`src/rtl/sdac_pkg.sv`:
```
package sdac_pkg;
    localparam int FRAME_W = 18;

    typedef enum logic [1:0] {
        OP_LOAD = 2'b00,
        OP_INC  = 2'b01,
        OP_DEC  = 2'b10,
        OP_KEEP = 2'b11
    } op_e;

    typedef struct packed {
        op_e         op;
        logic [3:0]  chan;
        logic [11:0] code;
    } frame_t;

    typedef enum logic [2:0] {
        ST_IDLE,
        ST_WAIT,
        ST_SETUP,
        ST_SHIFT,
        ST_CLOSE
    } seq_st_e;
endpackage

```
`src/rtl/sdac_shreg.sv`:
```
module sdac_shreg #(
    parameter int W = 36
) (
    input  logic         clk,
    input  logic         rst_n,
    input  logic         load,
    input  logic [W-1:0] load_val,
    input  logic         shift,
    output logic         msb
);
    logic [W-1:0] q;

    always_ff @(posedge clk or negedge rst_n) begin
        if (!rst_n)
            q <= '0;
        else if (load)
            q <= load_val;
        else if (shift)
            q <= {q[W-2:0], 1'b0};
    end

    assign msb = q[W-1];
endmodule

```
`src/rtl/sdac_holdoff.sv`:
```
module sdac_holdoff #(
    parameter int LONG  = 100,
    parameter int SHORT = 2
) (
    input  logic clk,
    input  logic rst_n,
    input  logic load,
    input  logic long_sel,
    output logic clear
);
    localparam int MAXV = (LONG > SHORT) ? LONG : SHORT;
    localparam int W    = $clog2(MAXV + 1);

    logic [W-1:0] cnt;

    always_ff @(posedge clk or negedge rst_n) begin
        if (!rst_n)
            cnt <= '0;
        else if (load)
            cnt <= long_sel ? W'(LONG) : W'(SHORT);
        else if (cnt != '0)
            cnt <= cnt - 1'b1;
    end

    assign clear = (cnt == '0);


    hold_armed_chk: assert property (@(posedge clk) disable iff (!rst_n)
        load |=> !clear);
endmodule

```
`src/rtl/sdac_wr_seq.sv`:
```
module sdac_wr_seq
    import sdac_pkg::*;
#(
    parameter int N_DEV      = 2,
    parameter int HALF_CYC   = 2,
    parameter int SETUP_CYC  = 4,
    parameter int GAP_SOLO   = 50,
    parameter int GAP_CHAIN  = 100,
    parameter int SETTLE_CYC = 2
) (
    input  logic                       clk,
    input  logic                       rst_n,
    input  logic                       req_valid,
    output logic                       req_ready,
    input  logic [FRAME_W*N_DEV-1:0]   req_cmd,
    output logic                       done,
    input  logic                       busy_n,
    output logic                       sync_n,
    output logic                       sclk,
    output logic                       sdo
);
    localparam int TOTAL    = FRAME_W * N_DEV;
    localparam int BIT_W    = $clog2(TOTAL + 1);
    localparam int CNT_MAX  = (SETUP_CYC > HALF_CYC) ? SETUP_CYC : HALF_CYC;
    localparam int CNT_W    = $clog2(CNT_MAX + 1);
    localparam int GAP_STEP = (N_DEV > 1) ? GAP_CHAIN : GAP_SOLO;

    seq_st_e state_q, state_d;
    logic [CNT_W-1:0] cnt_q;
    logic [BIT_W-1:0] bit_q;
    logic             sclk_q, sync_q, done_q, step_q;
    logic             accept, half_end, setup_end, last_fall;
    logic             hold_clear, hold_load, shift_en;
    logic [N_DEV-1:0] slot_step;

    // A slot is a step when its two operation bits differ (01 or 10).
    for (genvar g = 0; g < N_DEV; g++) begin : g_slot
        assign slot_step[g] = req_cmd[g*FRAME_W + FRAME_W - 1] ^ req_cmd[g*FRAME_W + FRAME_W - 2];
    end

    assign req_ready = (state_q == ST_IDLE);
    assign accept    = req_valid && req_ready;
    assign half_end  = (cnt_q == CNT_W'(HALF_CYC - 1));
    assign setup_end = (cnt_q == CNT_W'(SETUP_CYC - 1));
    assign last_fall = half_end && sclk_q && (bit_q == BIT_W'(TOTAL - 1));
    assign hold_load = (state_q == ST_CLOSE) && half_end;
    assign shift_en  = (state_q == ST_SHIFT) && half_end && !sclk_q && (bit_q != '0);

    // State register
    always_ff @(posedge clk or negedge rst_n) begin
        if (!rst_n) state_q <= ST_IDLE;
        else        state_q <= state_d;
    end

    // Transitions
    always_comb begin
        state_d = state_q;
        unique case (state_q)
            ST_IDLE:  if (req_valid)              state_d = ST_WAIT;
            ST_WAIT:  if (busy_n && hold_clear)   state_d = ST_SETUP;
            ST_SETUP: if (setup_end)              state_d = ST_SHIFT;
            ST_SHIFT: if (last_fall)              state_d = ST_CLOSE;
            ST_CLOSE: if (half_end)               state_d = ST_IDLE;
            default:                              state_d = ST_IDLE;
        endcase
    end

    // Outputs and datapath
    always_ff @(posedge clk or negedge rst_n) begin
        if (!rst_n) begin
            cnt_q  <= '0;
            bit_q  <= '0;
            sclk_q <= 1'b0;
            sync_q <= 1'b1;
            done_q <= 1'b0;
            step_q <= 1'b0;
        end else begin
            done_q <= 1'b0;
            if (state_d != state_q || state_q == ST_IDLE || state_q == ST_WAIT)
                cnt_q <= '0;
            else if (state_q == ST_SHIFT && half_end)
                cnt_q <= '0;
            else
                cnt_q <= cnt_q + 1'b1;

            unique case (state_q)
                ST_IDLE: if (accept) step_q <= |slot_step;
                ST_WAIT: if (state_d == ST_SETUP) begin
                    sync_q <= 1'b0;
                    bit_q  <= '0;
                end
                ST_SETUP: ;
                ST_SHIFT: if (half_end) begin
                    sclk_q <= !sclk_q;
                    if (sclk_q) bit_q <= bit_q + 1'b1;
                end
                ST_CLOSE: if (half_end) begin
                    sync_q <= 1'b1;
                    done_q <= 1'b1;
                end
                default: ;
            endcase
        end
    end

    sdac_shreg #(.W(TOTAL)) u_shreg (
        .clk      (clk),
        .rst_n    (rst_n),
        .load     (accept),
        .load_val (req_cmd),
        .shift    (shift_en),
        .msb      (sdo)
    );

    sdac_holdoff #(.LONG(GAP_STEP), .SHORT(SETTLE_CYC)) u_hold (
        .clk      (clk),
        .rst_n    (rst_n),
        .load     (hold_load),
        .long_sel (step_q),
        .clear    (hold_clear)
    );

    assign sclk   = sclk_q;
    assign sync_n = sync_q;
    assign done   = done_q;

    // Checker-side counters
    logic             sclk_prev;
    logic [BIT_W-1:0] fall_cnt;
    logic [CNT_W-1:0] lead_cnt;

    always_ff @(posedge clk or negedge rst_n) begin
        if (!rst_n) begin
            sclk_prev <= 1'b0;
            fall_cnt  <= '0;
            lead_cnt  <= '0;
        end else begin
            sclk_prev <= sclk;
            if (sync_n)
                fall_cnt <= '0;
            else if (sclk_prev && !sclk)
                fall_cnt <= fall_cnt + 1'b1;
            if (sync_n)
                lead_cnt <= '0;
            else if (lead_cnt != CNT_W'(SETUP_CYC))
                lead_cnt <= lead_cnt + 1'b1;
        end
    end


    sclk_idle_chk: assert property (@(posedge clk) disable iff (!rst_n)
        sync_n |-> !sclk);


    busy_gate_chk: assert property (@(posedge clk) disable iff (!rst_n)
        (sync_n && !busy_n) |=> sync_n);


    ready_busy_chk: assert property (@(posedge clk) disable iff (!rst_n)
        !sync_n |-> !req_ready);


    done_edge_chk: assert property (@(posedge clk) disable iff (!rst_n)
        done |-> $rose(sync_n));


    frame_len_chk: assert property (@(posedge clk) disable iff (!rst_n)
        $rose(sync_n) |-> (fall_cnt == BIT_W'(TOTAL)));


    setup_gap_chk: assert property (@(posedge clk) disable iff (!rst_n)
        ($rose(sclk) && fall_cnt == '0) |-> (lead_cnt == CNT_W'(SETUP_CYC)));
endmodule

```
`config.mk`:
```
export PLATFORM = sky130hd
export DESIGN_NAME = sdac_wr_seq
export DESIGN_NICKNAME = d
export VERILOG_FILES = /design/src/rtl/sdac_pkg.sv /design/src/rtl/sdac_shreg.sv /design/src/rtl/sdac_holdoff.sv /design/src/rtl/sdac_wr_seq.sv
export SDC_FILE = /design/constraint.sdc
export NUM_CORES = 1
export LEC_CHECK = 0
export ABC_AREA = 1
export CAP_MARGIN = 15
export CORE_MARGIN = 2
export CORE_UTILIZATION = 40
export DETAILED_ROUTE_END_ITERATION = 8
export SYNTH_ARGS = -nofsm -noshare
export SYNTH_HDL_FRONTEND = slang
export SYNTH_SLANG_ARGS = --single-unit
```
`constraint.sdc`:
```
create_clock -name clk -period 2.3 [get_ports clk]
set_input_delay 0.345 -clock clk [delete_from_list [all_inputs] [get_ports clk]]
set_output_delay 0.345 -clock clk [all_outputs]
set_load 0.03 [all_outputs]
```
# Word level (Yosys, flattened, before mapping)

Cells that the tools add are included.

Register bits: 59
Bits in latches: 0
Bits in writable memories: 0
Bits in read-only memories: 0
Input port bits: 40
Output and inout bits: 5
Logic and storage cells: 73
Memories: 0

$add $sub $neg: 3
Multipliers: 0
Div/mod/pow operators: 0
Order comparisons: 0
Equality and inequality tests: 13
Shift operators: 0
Muxes and demuxes: 22
Bitwise logic cells: 2
Reduce and logical (&&, ||, !) cells: 24

Operator list:

| cell                                                 | count |
|---|---|
| two-way mux 36 bit                                   | 2 |
| two-way mux 3 bit                                    | 7 |
| two-way mux 7 bit                                    | 3 |
| two-way mux 6 bit                                    | 3 |
| one-hot mux 3 bit (5 select lines)                   | 1 |
| equality test 3 x 2 -> 1 bit (second input constant) | 4 |
| one-hot mux 6 bit (2 select lines)                   | 1 |
| logical AND 1 bit                                    | 8 |
| nonzero test 2 bit                                   | 4 |
| zero test 7 bit                                      | 1 |
| nonzero test 7 bit                                   | 1 |
| subtractor 7 x 1 -> 7 bit (second input constant)    | 1 |
| adder 6 x 1 -> 6 bit (second input constant)         | 1 |
| equality test 3 x 1 -> 1 bit (second input constant) | 2 |
| equality test 6 bit (second input constant)          | 1 |
| inequality test 2 bit (second input constant)        | 3 |
| nonzero test 6 bit                                   | 1 |
| two-way mux 1 bit                                    | 4 |
| AND reduction 2 bit                                  | 2 |
| AND reduction 4 bit                                  | 1 |
| adder 3 x 1 -> 3 bit (second input constant)         | 1 |
| equality test 3 bit (second input constant)          | 1 |
| zero test 3 bit                                      | 1 |
| inequality test 3 bit                                | 1 |
| 7 further kinds                                      | 9 |

# Longest topological paths before layout

Gate-level depths: netlist (run 1).

Depth after elaboration: 9
Gate-level depth with buffers: 11
Depth with buffers taken out: 10

# Modules after synthesis

From an unflattened synthesis (run 1), not the netlist that was laid out.

Cell total of the unflattened synthesis: 358
Area total of the unflattened synthesis: 3029.2 sq um

Modules (own cells, without submodules):

| module       | instances | cells each | area each (sq um) | seq. area each (sq um) |
|---|---|---|---|---|
| sdac_shreg   | 1         | 195        | 1652.8            | 900.9 |
| sdac_wr_seq  | 1         | 109        | 918.4             | 401.6 |
| sdac_holdoff | 1         | 54         | 457.9             | 175.2 |

# Worst setup path after synthesis (run 1)

Ideal clock, no wire load.

Path type: flip-flop to flip-flop
Start: register cnt_q[1]
End: register u_shreg.q[24]
Setup time: 123 ps
Data arrival time: 1459 ps
Required time: 2177 ps
Path slack: 717 ps
Stages on the path, launching flop included: 11
Path buffers: 1
Period minus slack after synthesis: 1583 ps
Path through: dfrtp_1 -> inv_1 -> ha_1 -> nand2_1 -> nor2_2 -> nand2_1 -> a31oi_4 -> nor2_2 -> buf_2 -> nand2_1 -> nand2_1

Longest elaborated chain between the ends: 5

RTL lines:

| item                                | RTL line          | source |
|---|---|---|
| start: declaration                  | sdac_wr_seq.sv:29 | `logic [CNT_W-1:0] cnt_q;` |
| start signal: assignment            | sdac_wr_seq.sv:84 | `cnt_q <= cnt_q + 1'b1;` |
| equality test 3 x 1 -> 1 bit        | sdac_wr_seq.sv:43 | `assign half_end = (cnt_q == CNT_W'(HALF_CYC - 1));` |
| logical AND 1 bit (3 in series)     | sdac_wr_seq.sv:47 | `assign shift_en = (state_q == ST_SHIFT) && half_end && !sclk_q && (bit_q != '0);` |
| nonzero test 2 bit (no source line) | n/a               |  |
| end signal: assignment              | sdac_shreg.sv:17  | `q <= load_val;` |
| end signal: assignment              | sdac_shreg.sv:19  | `q <= {q[W-2:0], 1'b0};` |
| end: declaration                    | sdac_shreg.sv:11  | `logic [W-1:0] q;` |

Every way passes these cells.
A chain may end at the register's enable or synchronous reset.

# Worst setup path after layout (run 1)

Start: register state_q[0]
End: output port req_ready

Longest elaborated chain between the ends: 1

RTL lines:

| item                     | RTL line          | source |
|---|---|---|
| start: declaration       | sdac_wr_seq.sv:28 | `seq_st_e state_q, state_d;` |
| start signal: assignment | sdac_wr_seq.sv:52 | `else state_q <= state_d;` |
| zero test 3 bit          | sdac_wr_seq.sv:41 | `assign req_ready = (state_q == ST_IDLE);` |
| end: declaration         | sdac_wr_seq.sv:14 | `output logic req_ready,` |

Every way passes these cells.

==> flow_summary_export.csv, run 1 <==
group,metric,value,unit
cts,numCtsBuffers,9,
sta,finalCriticalPeriod,2100,ps
finish,final_nets,468,
place,gp_congestion,0.854,
yosys,yosysSeqAreaShare,48.1,%
cts,cts.sinks,59,
place,pre_cts_slack,395,ps
yosys,synth-seq-cells,59,
setup_path,path_class,"flip-flop to output port",
floorplanning,rows,31,
power_and_ir_drop,irDropWorstVdd,0.000266,V
detailed_routing,final_antenna_net_count,0,
yosys,synth_ff_type,"dfrtp_1",
floorplanning,boundaryPins,45,
yosys,synth_top_cell_area_share,47.2,%
setup_path,critPathRequiredTime,1960,ps
floorplanning,start_util,41.9,%
sta,fmax,475,MHz
cts,post-cts-setup-buffers,0,
detailed_routing,dr_total_vias,2457,
detailed_routing,first_pass_iters,4,
sta,finalCritPeriodShare,91.5,%
power_and_ir_drop,p_per_area,591,mW/mm^2
sta,slew_viol_final,0,
floorplanning,die_width,91.7,um
place,place_hpwl,4300,um
setup_path,cp-start-kind,"flip-flop",
setup_path,critPathCaptureType,"output port",
sta,worst_slack,196,ps
yosys,synth_edf_count,0,
run,cap_violations,0,
detailed_routing,routed_via_density,4.68,
sta,rsz0062_at_grt,"no",
power_and_ir_drop,p_leak,2.09,nW
floorplanning,core_area,0.00733,sq mm
detailed_routing,wl_per_cell,12.0,um
sta,skew,6.62,ps
yosys,synth_area_per_cell,8.31,sq um
sta,slew_headroom,75.8,%
finish,fill_cells,685,
grt,grt_pass1_wl,10900,um
cts,root_buffer,"clkbuf_8",
place,numPortBuffers,44,
cts,hold_buffers,0,
yosys,synth_cell_types,29,
sta,hold_violations,4,
run_status,outcome,"finished with violations",
yosys,synthTopCellsByCount,"nand2_1, dfrtp_1, inv_1, mux2_2, nor2_1",
floorplanning,die_area,0.00840,sq mm
setup_path,cp_cell_sequence,"nor2_2 -> nand2_1 -> inv_1 -> clkdlybuf4s50_1",
worst_hold_path,hold_path.class,"input pin to async pin",
cts,clk_pin_slew,70,ps
detailed_routing,drt-initial-drc-count,111,
yosys,yosysMostFrequentCell,"nand2_1",
grt,grt_usage,16.4,%
setup_path,worstPathArrival,1760,ps
cts,insertion_delay,340,ps
floorplanning,die_height,91.7,um
yosys,synth_area_leader_cell,"dfrtp_1",
grt,antenna_found_initial,0,
detailed_routing,route.detailed.drc,0,
finish,drive_above_1_share,15.0,%
yosys,syn_inst,370,
setup_path,crit_fanout,5,
cts,cts_resized,0,
cts,cts_tree,"yes",
run_status,violations,"hold timing",
setup_path,cp_slowest_cell,"clkdlybuf4s50_1",
sta,hold_ws,-4.32,ps
grt,grt_start_max_net_pins,60,
yosys,syn_nets,417,
finish,areaGrowthSynthToFinish,26.1,%
yosys,synth_area_leaders,"dfrtp_1, nand2_1, mux2_2, inv_1, ha_1",
yosys,synthesis.area,0.00307,sq mm
cts,h-tree-depth,3,
grt,grt_overflow,0,
yosys,yosysWarningCount,0,
finish,diodes,0,
sta,setup_viol,0,
yosys,async_flop_share,100,%
sta,worstMarginPinSlew,363,ps
grt,grt_pass1_vias,2305,
setup_path,max_stage_delay,660,ps
cts,cts_buffer_depth,2,
sta,tns,0,ps
detailed_routing,routed_wl,6300,um
cells by family after synthesis:
kind of cell | synth area share, %
xor gates and xnor gates | 0.855
adders and majority gates | 2.85
DFF | 48.1
and+or+nand+nor | 27.2
muxes | 9.53
buffers and inverters | 5.94
AOI/OAI and AO/OA | 5.50
final timing paths:
| kind | startpoint | end | slack (ps) | cells after the start |
|---|---|---|---|---|
| setup / recovery | state_q[0] | req_ready | 200 | 4 |
| hold / removal | rst_n | cnt_q[1] | -4 | 2 |
| setup reg to reg | cnt_q[0] | u_shreg.q[6] | 370 | 9 |
| hold reg to reg | u_shreg.q[0] | u_shreg.q[0] | 470 | 2 |
| max in group asynchronous | rst_n | sync_n | 2020 | 2 |
| min in group clk | u_shreg.q[0] | u_shreg.q[0] | 470 | 2 |
placed cells by master (no fill, tap or decap), drive strengths merged, types with 7 or more instances in the layout:
master,count
a21oi,9
buf,8
clkbuf,11
clkdlybuf4s50,43
dfrtp,58
ha,7
inv,32
mux2,26
nand2,151
nand3,19
nor2,25
o21ai,13
through the flow:
step	power [mW]	cells	instance area (sq um)	utilization, %
4_1_cts	2.32	525	3880	52.9
3_3_place_gp	1.16	509	3630	49.6
2_1_floorplan	1.06	370	3070	-
6_report	2.29	525	3880	52.9
5_1_grt	2.38	525	3880	52.9
3_5_place_dp	1.16	509	3630	49.6
cell type report:
| class | count | area, sq um | share of cell area, % |
|---|---|---|---|
| repair buffers | 51 | 500 | 12.9 |
| clock inverters | 5 | 100 | 2.58 |
| multi-input cells | 268 | 1410 | 36.4 |
| clock buffers | 11 | 141 | 3.65 |
| flip-flops and latches | 59 | 1480 | 38.1 |
| inverters | 32 | 120 | 3.10 |
| well taps | 99 | 124 | 3.20 |
flip-flops by register name (all words and copies together), names as in the netlist:
| register | flops |
|---|---|
| u_shreg.q | 36 |
| sclk | 1 |
| step_q | 1 |
| state_q | 3 |
| cnt_q | 3 |
| bit_q | 6 |
| u_hold.cnt | 7 |
| done | 1 |
| sync_n | 1 |
power by group:
part	internal, mW	switching (mW)	total [mW]
logic	0.0623	0.0334	0.0957
registers	1.04	0	1.04
clock network	0.746	0.410	1.16
total	1.85	0.444	2.29
worst max-delay path, delay by kind of cell, from the launching register on:
kind / cells / cell delay, ps
DFF: 1 / 440
and+or+nand+nor: 2 / 280
buffers and inverters: 2 / 710
per-layer routing:
metal / global-route usage, % / vias up / share of wire [%]
li1: - / 1270 / -
met1: 23.4 / 1144 / 49
met2: 23.8 / 36 / 45
met3: 4.03 / 7 / 3.9
met4: 6.94 / 0 / 1.5
met5: 0 / - / 0
No activity file was read; power rests on OpenSTA's default activity.
==> run 2, diff against run 1 <==
Settings changed: ABC_AREA 1 to not set, CORE_MARGIN 2 to 10.
==> run 2 against run 1 <==
Compared with the run above:
- the run now ends clean
- clock power decreased by 13%
- flip-flop and latch count unchanged
- critical path depth decreased by 2
- synthesized area increased by 1.4%
- clock skew increased by 1.5 ps
- register-to-register slack about the same
- wire length increased by 11%
- design area decreased by 0.16%
- die area increased by 40%
- hold slack improved by 6.5 ps
- largest power group is now sequential cells
- highest routed layer unchanged
==> flow_summary_export.csv, run 2 <==
group,metric,value,unit
finish,fill_cells,709,
floorplanning,core_area,0.00765,sq mm
sta,slew_viol_final,0,
yosys,synth_area_leader_cell,"dfrtp_1",
yosys,synth_cell_types,43,
finish,top_register,"u_shreg.q",
detailed_routing,routed_via_density,5.13,
power_and_ir_drop,p_per_area,944,mW/mm^2
yosys,synthTopCellsByCount,"nand2_1, dfrtp_1, nand3_1, o211ai_2",
floorplanning,die_width,108,um
setup_path,cp-start-kind,"flip-flop",
floorplanning,start_util,40.8,%
setup_path,r2r-start,"u_hold.cnt[3]",
detailed_routing,routed_wl,6970,um
floorplanning,die_area,0.0117,sq mm
setup_path,worst-r2r-cell-count,4,
cts,cts_resized,0,
place,gp_congestion,0.827,
finish,final_nets,417,
detailed_routing,final_antenna_net_count,0,
setup_path,worstReg2RegEnd,"bit_q[1]",
cts,h-tree-depth,3,
yosys,synth_area_leaders,"dfrtp_1, o211ai_2, nand2_1, nand3_1, ha_1",
yosys,synth_top_cell_area_share,46.6,%
cts,numCtsBuffers,9,
floorplanning,boundaryPins,45,
finish,drive_above_1_share,15.2,%
sta,hold_violations,0,
setup_path,endpoint,"req_ready",
place,numPortBuffers,44,
finish,final_util,50.6,%
cts,cts_tree,"yes",
grt,grt_start_max_net_pins,38,
sta,skew,8.12,ps
run_status,outcome,"finished clean",
yosys,yosysSeqAreaShare,47.4,%
setup_path,cp_slowest_cell,"clkdlybuf4s50_1",
setup_path,max_stage_delay,720,ps
finish,top_regs,"u_shreg.q x36, u_hold.cnt x7, bit_q x6",
yosys,yosysMostFrequentCell,"nand2_1",
cts,cts_buffer_depth,2,
cts,clk_pin_slew,70,ps
grt,grt_pass1_wl,11700,um
setup_path,crit_fanout,7,
grt,grt_pass1_vias,2419,
setup_path,path_class,"flip-flop to output port",
worst_hold_path,hold_path.class,"input pin to async pin",
setup_path,setup.worst_path.start,"state_q[2]",
yosys,synth_ff_type,"dfrtp_1",
cts,cts.sinks,59,
sta,tns,0,ps
sta,setup_viol,0,
detailed_routing,first_pass_iters,4,
power_and_ir_drop,irDropWorstVdd,0.000404,V
sta,finalCritPeriodShare,93.2,%
yosys,syn_nets,375,
yosys,synthesis.area,0.00312,sq mm
finish,diodes,0,
sta,rsz0062_at_grt,"no",
cts,root_buffer,"clkbuf_8",
sta,worstMarginPinSlew,584,ps
grt,antenna_found_initial,0,
detailed_routing,drt-initial-drc-count,86,
setup_path,cp_cell_sequence,"nor3_2 -> clkdlybuf4s50_1",
yosys,synth-seq-cells,59,
yosys,syn_inst,328,
floorplanning,rows,32,
detailed_routing,route.detailed.drc,0,
sta,hold_ws,2.17,ps
detailed_routing,wl_per_cell,14.6,um
detailed_routing,dr_total_vias,2449,
cts,insertion_delay,340,ps
place,place_hpwl,4710,um
yosys,async_flop_share,100,%
setup_path,critPathCaptureType,"output port",
setup_path,worst-path-stages,2,
yosys,yosysWarningCount,0,
grt,grt_overflow,0,
setup_path,reg2reg_setup_slack,380,ps
power_and_ir_drop,p_leak,1.72,nW
finish,largest_reg_flops,36,
setup_path,worstPathArrival,1800,ps
sta,fmax,467,MHz
sta,slew_headroom,61.0,%
setup_path,crit_family,"buffers and inverters",
cts,hold_buffers,0,
sta,finalCriticalPeriod,2140,ps
cts,post-cts-setup-buffers,0,
finish,areaGrowthSynthToFinish,24.2,%
yosys,synth_edf_count,0,
run,cap_violations,0,
finish,final_cell_mix,"nand2_1, dfrtp_1, clkdlybuf4s50_1",
setup_path,critPathRequiredTime,1960,ps
floorplanning,die_height,108,um
finish,final_common_cell,"nand2_1",
yosys,synth_area_per_cell,9.50,sq um
setup_path,crit_buf_inv,1,
grt,grt_usage,12.2,%
## run 2: final cells by class
type / count / area [sq um] / area share [%]
multi-input combinational: 239 / 1510 / 38.9
sequential: 59 / 1480 / 38.2
timing repair buffer: 51 / 513 / 13.3
clock buffer: 10 / 128 / 3.30
tap: 102 / 128 / 3.30
clock inverter: 6 / 80.1 / 2.07
inverter: 10 / 37.5 / 0.970
## run 2: power by group
group | total [mW] | internal [mW] | switching (mW) | leakage [nW]
clock network | 1.01 | 0.602 | 0.405 | 0.110
logic | 1.12 | 0.490 | 0.635 | 0.852
registers | 1.52 | 1.33 | 0.194 | 0.759
total | 3.65 | 2.42 | 1.23 | 1.72
## run 2: worst min path at each step
stage | cells past startpoint | to | slack [ps]
finish | 1 | u_shreg.q[20] | 2
global route | 1 | u_shreg.q[0] | 30
detailed placement | 1 | u_shreg.q[20] | 380
global placement | 1 | u_shreg.q[20] | 370
floorplan | 0 | bit_q[0] | 50
CTS | 1 | u_shreg.q[19] | 7
## run 2: per-stage QoR
step	cell area (sq um)	std cells	setup WS [ps]	total power, mW
finish	3870	477	157	3.65
global route	3870	477	48.0	3.90
CTS	3870	477	128	3.70
detailed placement	3660	461	359	2.68
global placement	3660	461	401	2.65
floorplan	3120	328	294	2.39
## run 2: per-layer routing
layer	wire length (um)	track usage (%)
met1	3320	16.3
met2	3280	18.5
met3	286	3.21
met4	85	4.52
met5	0	0
## run 2: cells by family (layout without fill, tap and decap cells)
logic type | count (synthesis) | count (layout) | synth area share, %
and+or+nand+nor | 158 | 158 | 23.0
xor gates and xnor gates | 7 | 7 | 1.97
DFF | 59 | 59 | 47.4
muxes | 4 | 4 | 1.32
buffers and inverters | 30 | 77 | 4.62
adders and majority gates | 7 | 7 | 2.81
AOI/OAI and AO/OA | 63 | 63 | 18.9
==> run 3, diff against run 2 <==
Settings changed: CAP_MARGIN 15 to not set.
==> results of run 3 <==
The final DEF is identical to that of run 2; final timing and power are the same.
